## src/rtl/bypass_line_pkg.sv

```systemverilog
package bypass_line_pkg;
  typedef enum logic [2:0] {
    ST_I   = 3'd0,
    ST_IV  = 3'd1,
    ST_WI  = 3'd2,
    ST_WIB = 3'd3,
    ST_A   = 3'd4,
    ST_V   = 3'd5,
    ST_W   = 3'd6,
    ST_M   = 3'd7
  } lineState_e;

  localparam logic [2:0] REQ_RD     = 3'd0;
  localparam logic [2:0] REQ_RDSLC  = 3'd1;
  localparam logic [2:0] REQ_WRVIC  = 3'd2;
  localparam logic [2:0] REQ_WRBACK = 3'd3;
  localparam logic [2:0] REQ_ATOMIC = 3'd4;

  localparam logic [1:0] RSP_DATA = 2'd0;
  localparam logic [1:0] RSP_ACK  = 2'd1;

  typedef struct packed {
    logic       setState;
    lineState_e newState;
    logic       allocTbe;
    logic       tbeSlc;
    logic       freeTbe;
    logic       wb;
    logic       fwd;
    logic       fwdSlc;
    logic       prb;
    logic       byp;
    logic       fill;
    logic       hit;
    logic       stall;
    logic       wake;
    logic       err;
  } strobes_t;
endpackage

```

## src/rtl/bypass_line_ctrl_fsm.sv

```systemverilog
module bypass_line_ctrl_fsm
  import bypass_line_pkg::*;
#(
  parameter int LineW = 2
) (
  input  logic             prbValid,
  input  logic [LineW-1:0] prbLine,
  input  logic             rspValid,
  input  logic [LineW-1:0] rspLine,
  input  logic [1:0]       rspKind,
  input  logic             rplValid,
  input  logic [LineW-1:0] rplLine,
  input  logic             reqValid,
  input  logic [LineW-1:0] reqLine,
  input  logic [2:0]       reqKind,
  input  lineState_e       curState,
  input  logic             curTbeVld,
  input  logic             curTbeSlc,
  output logic [LineW-1:0] selLine,
  output logic             selValid,
  output logic             prbTaken,
  output logic             rspTaken,
  output logic             rplTaken,
  output logic             reqTaken,
  output strobes_t         stb
);
  logic isTransient;
  logic isDirty;

  always_comb begin
    prbTaken = prbValid;
    rspTaken = !prbValid && rspValid;
    rplTaken = !prbValid && !rspValid && rplValid;
    reqTaken = !prbValid && !rspValid && !rplValid && reqValid;
    selValid = prbValid || rspValid || rplValid || reqValid;
    if (prbTaken)      selLine = prbLine;
    else if (rspTaken) selLine = rspLine;
    else if (rplTaken) selLine = rplLine;
    else               selLine = reqLine;
  end

  assign isTransient = (curState == ST_IV) || (curState == ST_WI) ||
                       (curState == ST_WIB) || (curState == ST_A);
  assign isDirty = (curState == ST_W) || (curState == ST_M);

  always_comb begin
    stb = '0;
    stb.newState = ST_I;
    if (prbTaken) begin
      stb.prb = 1'b1;
      if (!isTransient) begin
        stb.wb       = isDirty;
        stb.setState = 1'b1;
        stb.newState = ST_I;
      end
    end else if (rspTaken) begin
      if (rspKind == RSP_ACK) begin
        if (!curTbeVld) begin
          stb.err = 1'b1;
        end else begin
          if (curState == ST_WI || curState == ST_WIB) begin
            stb.setState = 1'b1;
            stb.newState = ST_I;
          end
          if (!curTbeSlc) begin
            stb.freeTbe = 1'b1;
            stb.wake    = 1'b1;
          end
        end
      end else if (rspKind == RSP_DATA) begin
        if (!curTbeVld) begin
          stb.err = 1'b1;
        end else begin
          stb.freeTbe = 1'b1;
          stb.wake    = 1'b1;
          if (!curTbeSlc && curState == ST_IV) begin
            stb.fill     = 1'b1;
            stb.setState = 1'b1;
            stb.newState = ST_V;
          end else begin
            stb.byp = 1'b1;
            if (isTransient) begin
              stb.setState = 1'b1;
              stb.newState = ST_I;
            end
          end
        end
      end else begin
        stb.err = 1'b1;
      end
    end else if (rplTaken) begin
      if (isTransient || curState == ST_V) begin
        stb.setState = 1'b1;
        stb.newState = ST_I;
      end else if (isDirty) begin
        stb.wb       = 1'b1;
        stb.allocTbe = 1'b1;
        stb.setState = 1'b1;
        stb.newState = ST_WI;
      end
    end else if (reqTaken) begin
      if (isTransient || curTbeVld) begin
        stb.stall = 1'b1;
      end else begin
        unique case (reqKind)
          REQ_RD: begin
            if (curState == ST_I) begin
              stb.fwd      = 1'b1;
              stb.allocTbe = 1'b1;
              stb.setState = 1'b1;
              stb.newState = ST_IV;
            end else begin
              stb.hit = 1'b1;
            end
          end
          REQ_RDSLC: begin
            stb.fwd      = 1'b1;
            stb.fwdSlc   = 1'b1;
            stb.allocTbe = 1'b1;
            stb.tbeSlc   = 1'b1;
            stb.wb       = isDirty;
            stb.setState = 1'b1;
            stb.newState = isDirty ? ST_WIB : ST_I;
          end
          REQ_WRVIC: begin
            stb.setState = 1'b1;
            stb.newState = ST_W;
          end
          REQ_WRBACK: begin
            stb.setState = 1'b1;
            stb.newState = ST_M;
          end
          REQ_ATOMIC: begin
            if (isDirty) begin
              stb.hit = 1'b1;
            end else begin
              stb.fwd      = 1'b1;
              stb.allocTbe = 1'b1;
              stb.setState = 1'b1;
              stb.newState = ST_A;
            end
          end
          default: stb.err = 1'b1;
        endcase
      end
    end
  end
endmodule

```

## src/rtl/bypass_line_datapath.sv

```systemverilog
module bypass_line_datapath
  import bypass_line_pkg::*;
#(
  parameter int NumLines = 4,
  parameter int LineW    = 2
) (
  input  logic             clk,
  input  logic             rstN,
  input  logic [LineW-1:0] selLine,
  input  logic             selValid,
  input  strobes_t         stb,
  output lineState_e       curState,
  output logic             curTbeVld,
  output logic             curTbeSlc,
  output logic [LineW-1:0] evtLine,
  output logic             wbReq,
  output logic             fwdReq,
  output logic             fwdSlc,
  output logic             prbAck,
  output logic             bypassOut,
  output logic             fillOut,
  output logic             hitOut,
  output logic             stallOut,
  output logic             wakeOut,
  output logic             errFlag
);
  lineState_e states [NumLines];
  logic [NumLines-1:0] tbeVld;
  logic [NumLines-1:0] tbeSlc;

  assign curState  = states[selLine];
  assign curTbeVld = tbeVld[selLine];
  assign curTbeSlc = tbeSlc[selLine];

  for (genvar g = 0; g < NumLines; g++) begin : gLine
    always_ff @(posedge clk) begin
      if (!rstN) begin
        states[g] <= ST_I;
        tbeVld[g] <= 1'b0;
        tbeSlc[g] <= 1'b0;
      end else if (selValid && selLine == LineW'(g)) begin
        if (stb.setState) states[g] <= stb.newState;
        if (stb.allocTbe) begin
          tbeVld[g] <= 1'b1;
          tbeSlc[g] <= stb.tbeSlc;
        end else if (stb.freeTbe) begin
          tbeVld[g] <= 1'b0;
          tbeSlc[g] <= 1'b0;
        end
      end
    end
  end

  always_ff @(posedge clk) begin
    if (!rstN) begin
      evtLine   <= '0;
      wbReq     <= 1'b0;
      fwdReq    <= 1'b0;
      fwdSlc    <= 1'b0;
      prbAck    <= 1'b0;
      bypassOut <= 1'b0;
      fillOut   <= 1'b0;
      hitOut    <= 1'b0;
      stallOut  <= 1'b0;
      wakeOut   <= 1'b0;
      errFlag   <= 1'b0;
    end else begin
      evtLine   <= selLine;
      wbReq     <= stb.wb;
      fwdReq    <= stb.fwd;
      fwdSlc    <= stb.fwdSlc;
      prbAck    <= stb.prb;
      bypassOut <= stb.byp;
      fillOut   <= stb.fill;
      hitOut    <= stb.hit;
      stallOut  <= stb.stall;
      wakeOut   <= stb.wake;
      errFlag   <= errFlag | stb.err;
    end
  end
endmodule

```

## src/rtl/bypass_line_ctrl.sv

```systemverilog
module bypass_line_ctrl
  import bypass_line_pkg::*;
#(
  parameter int NumLines = 4,
  localparam int LineW   = (NumLines > 1) ? $clog2(NumLines) : 1
) (
  input  logic             clk,
  input  logic             rstN,
  input  logic             prbValid,
  input  logic [LineW-1:0] prbLine,
  input  logic             rspValid,
  input  logic [LineW-1:0] rspLine,
  input  logic [1:0]       rspKind,
  input  logic             rplValid,
  input  logic [LineW-1:0] rplLine,
  input  logic             reqValid,
  input  logic [LineW-1:0] reqLine,
  input  logic [2:0]       reqKind,
  output logic             prbTaken,
  output logic             rspTaken,
  output logic             rplTaken,
  output logic             reqTaken,
  output logic [LineW-1:0] evtLine,
  output logic             wbReq,
  output logic             fwdReq,
  output logic             fwdSlc,
  output logic             prbAck,
  output logic             bypassOut,
  output logic             fillOut,
  output logic             hitOut,
  output logic             stallOut,
  output logic             wakeOut,
  output logic             errFlag
);
  strobes_t         stb;
  lineState_e       curState;
  logic             curTbeVld;
  logic             curTbeSlc;
  logic [LineW-1:0] selLine;
  logic             selValid;

  bypass_line_ctrl_fsm #(.LineW(LineW)) uFsm (
    .prbValid(prbValid), .prbLine(prbLine),
    .rspValid(rspValid), .rspLine(rspLine), .rspKind(rspKind),
    .rplValid(rplValid), .rplLine(rplLine),
    .reqValid(reqValid), .reqLine(reqLine), .reqKind(reqKind),
    .curState(curState), .curTbeVld(curTbeVld), .curTbeSlc(curTbeSlc),
    .selLine(selLine), .selValid(selValid),
    .prbTaken(prbTaken), .rspTaken(rspTaken),
    .rplTaken(rplTaken), .reqTaken(reqTaken),
    .stb(stb)
  );

  bypass_line_datapath #(.NumLines(NumLines), .LineW(LineW)) uDp (
    .clk(clk), .rstN(rstN),
    .selLine(selLine), .selValid(selValid), .stb(stb),
    .curState(curState), .curTbeVld(curTbeVld), .curTbeSlc(curTbeSlc),
    .evtLine(evtLine), .wbReq(wbReq), .fwdReq(fwdReq), .fwdSlc(fwdSlc),
    .prbAck(prbAck), .bypassOut(bypassOut), .fillOut(fillOut),
    .hitOut(hitOut), .stallOut(stallOut), .wakeOut(wakeOut),
    .errFlag(errFlag)
  );
endmodule

```

## config.mk

```make
export PLATFORM = sky130hd
export DESIGN_NAME = bypass_line_ctrl
export DESIGN_NICKNAME = d
export VERILOG_FILES = /design/src/rtl/bypass_line_pkg.sv /design/src/rtl/bypass_line_ctrl_fsm.sv /design/src/rtl/bypass_line_datapath.sv /design/src/rtl/bypass_line_ctrl.sv
export SDC_FILE = /design/constraint.sdc
export NUM_CORES = 1
export LEC_CHECK = 0
export BUFFER_PORTS_ARGS = -buffer_cell sky130_fd_sc_hd__buf_2
export CAP_MARGIN = 25
export CELL_PAD_IN_SITES_DETAIL_PLACEMENT = 1
export CELL_PAD_IN_SITES_GLOBAL_PLACEMENT = 1
export CORE_MARGIN = 2
export CORE_UTILIZATION = 40
export DETAILED_ROUTE_END_ITERATION = 16
export GPL_TIMING_DRIVEN = 0
export PLACE_DENSITY_LB_ADDON = 0.1
export SYNTH_ARGS = -nofsm -noshare
export SYNTH_HDL_FRONTEND = slang
export SYNTH_SLANG_ARGS = --single-unit
```

## constraint.sdc

```tcl
create_clock -name clk -period 5.25 [get_ports clk]
set_clock_uncertainty 0.2 [all_clocks]
set_input_delay 0.525 -clock clk [delete_from_list [all_inputs] [get_ports clk]]
set_output_delay 0.525 -clock clk [all_outputs]
set_load 0.01 [all_outputs]
```

; Yosys cells after proc, flatten, opt, wreduce, memory -nomap -nowiden
; Memory sizes are Yosys's and may differ from the RTL's.
; Cells that the tools add are included.
[classes]
magnitude_cmp = 1
eq_ne = 15
n_mux = 87
bitwise = 10
reduce_logical = 38
[ops]
columns = op, count
row1 = $mux W1, 49
row2 = $mux W4, 11
row3 = $mux W3, 8
row4 = $mux W5, 4
row5 = $pmux W4 S5, 1
row6 = $eq A3 B3 Y1 const B, 5
row7 = $mux W2, 7
row8 = $eq A3 B2 Y1 const B, 4
row9 = $mux W6, 2
row10 = $reduce_or A6 Y1, 2
row11 = $logic_and A1 B1 Y1, 10
row12 = $logic_or A1 B1 Y1, 10
row13 = $reduce_or A5 Y1, 2
row14 = $reduce_and A2 Y1, 4
row15 = $eq A3 B1 Y1 const B, 2
row16 = $logic_not A3 Y1, 2
row17 = $pmux W1 S3, 2
row18 = $not A1 Y1, 5
row19 = $or A1 B1 Y1, 5
row20 = $bmux W1 S2, 2
row21 = $eq A2 B1 Y1 const B, 2
row22 = $eq A2 B2 Y1 const B, 2
row23 = $logic_not A1 Y1, 4
row24 = $logic_not A2 Y1, 2
row25 = other kinds (4), 4
[totals]
ff_bits = 20
ram_bits = 12
out_inout_bits = 16
word_cells = 171
memories = 1
[mem_list]
columns = memory, depth, width, rd, rd_ports_with_merged_regs, wr, line_no
row1 = uDp.states, 4, 3, 1, 0, 4, bypass_line_datapath.sv:27  ; lineState_e states [NumLines];

; Longest topological paths before layout
; An unclocked memory read counts as a cell.
[depth]
word_depth = 23
ltp_mapped = 13
depth_no_buf = 10

; Hierarchy
; A second synthesis with hierarchy kept.
[unflattened]
cells_unflattened = 175
area_unflattened_um2 = 1769.2
[modules_own_cells]
columns = module, instances, cells_per_inst, area_per_inst_um2, seq_area_each_um2
row1 = bypass_line_datapath, 1, 105, 1273.7, 760.7
row2 = bypass_line_ctrl_fsm, 1, 70, 495.5, 0.0

; Worst setup path after synthesis
; Ideal clock, no wire load.
[synth_path]
kind = input port to flip-flop
startpoint = input rplValid
endpoint = memory uDp.states[0][0] (netlist bit) (enable)
setup_ns = 0.327
arrival_time_ns = 2.971
t_required_ns = 4.723
slack_ns = 1.752
cell_stages = 12
n_path_buf = 3
cell_sequence = buf_4 -> mux2i_1 -> a211o_1 -> buf_6 -> a211oi_2 -> o22ai_1 -> xor2_1 -> or3_1 -> buf_2 -> o31ai_1 -> a31oi_1 -> a21oi_1
[synth_lines]
columns = item, line_no
row1 = from (decl), bypass_line_ctrl.sv:14  ; input logic rplValid,
row2 = to (decl), bypass_line_datapath.sv:27

==> key figures <==
GRT
  • GR Overflow Total: 0
  • Global-route wire length before repair: 8580 um
  • All-Layer GR Usage: 0.220
  • Vias in the first global route: 1750
  • Largest net degree at the start of global routing: 11
  • Initial antenna violation count: 0

Setup path
  • Crit-path max FO: 10
  • Critical path data arrival time: 3.59 ns
  • CP delay by family, top: compound AO/OA/AOI/OAI gates
  • CP Capture Type: flip-flop
  • Max incr delay on CP: 0.46 ns
  • Slowest cell on the critical path: nor2_1
  • WP buf/inv: 2
  • WS Path Type: in -> reg
  • Startpoint Class: input port
  • Setup slack, reg-to-reg: 1.88 ns
  • Crit path cell chain: buf_4, nor2_1, a221oi_2, a211oi_1, o22ai_1, xor2_1, or3_1, buf_2, o31ai_1, a31oi_1, a21oi_1
  • Critical Path RT: 5.01 ns

Routing
  • Drt pass-1 iters: 4
  • DR WL/cell: 17.3 um
  • Via count: 1728
  • Residual DRC: 0
  • DR iter-0 viols: 129
  • Vias/cell: 5.72
  • Post-route ant nets: 0
  • WL final: 5240 um

Synthesis
  • Synth Register Bits: 32
  • Synth unique cells: 47
  • Yosys top cell by area: dfxtp_1
  • Post-synth ARST share: 0
  • Post-Syn Area: 0.00182 mm2
  • Synth top area cells: dfxtp_1, edfxtp_1, nor2_1
  • Top cell type's share of synthesized area: 0.219
  • Synthesized area per cell: 8.65 um2
  • Syn Inst Count: 211
  • Sequential area share after synthesis: 0.417
  • Ys flop type: dfxtp_1
  • Post-synth EDFFs: 12
  • Post-Syn Nets: 230
  • Yosys Warn Count: 0

Run status
  • Outcome: completed

Power and ir drop
  • Leakage power: 0.000887 uW
  • Peak VDD IR: 0.000185 V
  • PD cells: 297 mW/mm2

Layout
  • Nets@finish: 268
  • Share of cells above drive strength 1: 0.244
  • Area Growth Syn to Fin: 18.7%
  • Non-filler cells, final: 302
  • Filler instances: 560
  • Post-Layout Inst Area: 0.00217 mm2
  • Diode count: 0
  • Final Util: 0.494

Timing
  • Final TNS setup: 0 ns
  • Max-slew violations: 0
  • Final Hold Violating Endpoints: 0
  • Rel. slew slack: 0.402
  • Unrepaired setup endpoints after global routing: false
  • FMAX: 261 MHz
  • Worst hold slack: 0.286 ns
  • Min cycle time layout: 3.83 ns
  • Fin crit share: 0.729
  • Endpoints failing setup: 0
  • Worst-Margin Slew: 0.895 ns

Flow run
  • Max Cap Viol: 0

Placement
  • Placed cell count: 294
  • DP Area: 0.00204 mm2
  • Final Wtd Congestion: 0.835
  • Final HPWL DP: 3960 um
  • Port-buffer cells: 31

Floorplan
  • Core footprint: 0.00438 mm2
  • Die ar.: 0.00512 mm2
  • Die width: 71.5 um
  • Initial core utilization: 0.416
  • Io pins: 35
  • Die Height: 71.5 um
  • Row count: 24

CTS
  • Root Buffer: clkbuf_8
  • Total CTS buffers: 5
  • Worst skew pair latency: 0.29 ns
  • Clock tree buffer depth: 2
  • Clock sink count: 32
  • # resized after CTS: 0
  • CTS tree: done
  • Clock-pin transition on the worst setup and hold timing paths: 0.07 ns
  • H-tree Lvls: 2
  • Postcts setup bufs: 0
  • CTS Hold Buffers Added: 0

Worst hold path
  • Hold Crit Class: reg -> reg
## per-layer routing
layer / track usage / up-vias / wire length (um)
met3: 0.0520 / 7 / 278
met5: 0 / - / 0
li1: - / 837 / -
met4: 0.0776 / 0 / 76
met2: 0.362 / 51 / 2540
met1: 0.282 / 833 / 2350
## flip-flops by register name (all words and copies together) (netlist names), 2 cells and up
signal,flops
uDp.tbeVld,4
uDp.evtLine,2
uDp.tbeSlc,4
uDp.states,12
## power by group
group	switching, uW	internal [uW]
Combinational	84.1	41.8
Sequential	4.16	271
Clock	93.3	148
## per-stage QoR
step	power, uW	worst slack (ns)
2_1_floorplan	366	1.75
3_3_place_gp	403	1.19
3_5_place_dp	404	1.20
4_1_cts	651	1.43
5_1_grt	672	1.11
6_report	643	1.42
## kinds of logic after synthesis
family | after synthesis | share of synthesized area
buffers and inverters | 25 | 0.0652
and+or+nand+nor | 92 | 0.243
AOI/OAI and AO/OA | 52 | 0.219
xor gates and xnor gates | 1 | 0.00480
DFF | 32 | 0.417
muxes | 9 | 0.0501
## cell usage after synthesis (2+ instances only)
library cell / number
a2111oi_0: 7
a211oi_1: 4
a211oi_2: 3
a21oi_1: 14
a22oi_1: 6
a31o_2: 2
and2_1: 5
and3_1: 4
buf_2: 2
buf_4: 4
clkbuf_1: 4
dfxtp_1: 20
edfxtp_1: 12
inv_1: 13
mux2i_1: 8
nand2_1: 24
nor2_1: 34
nor2b_1: 4
nor3_1: 5
nor4_1: 4
o21ai_0: 2
o31ai_1: 3
or2_2: 2
or3_1: 2
## cell type report
| type | instances | area, um2 | share of cell area |
|---|---|---|---|
| Multi-Input combinational cell | 154 | 945 | 0.436 |
| Buffer | 11 | 66.3 | 0.0306 |
| Inverter | 14 | 52.6 | 0.0243 |
| Clock buffer | 8 | 121 | 0.0560 |
| Timing Repair Buffer | 31 | 155 | 0.0716 |
| Sequential cell | 32 | 761 | 0.351 |
| Tap cell | 52 | 65.1 | 0.0300 |
## worst min-delay path: stages, from the launching register on
cell	delay, ns
dfxtp_1	0.33
nor3_1	0.05
nor2_1	0.07
## layout by cell type (no fill, tap or decap), types with 2 or more instances in the layout
cell	count
a2111oi_0	7
nor2b_1	4
clkbuf_1	4
buf_2	33
nor2_1	34
a211oi_2	3
a31o_2	2
a22oi_1	6
dfxtp_1	20
a211oi_1	4
and2_1	5
nand2_1	24
nor3_1	5
o31ai_1	3
or2_2	2
clkbuf_8	7
nor4_1	4
or3_1	2
a21oi_1	14
edfxtp_1	12
inv_1	13
mux2i_1	8
buf_4	4
and3_1	4
o21ai_0	2
## worst paths after layout
check                                      start               end  cells after the start
worst min-delay path                 uDp.errFlag       uDp.errFlag                      2
worst max register to register  uDp.states[2][1]  uDp.states[2][0]                     10
worst max-delay path                    prbValid  uDp.states[2][0]                     11
worst min register to register       uDp.errFlag       uDp.errFlag                      2
Note: power is estimated with default switching activity, not from simulation.
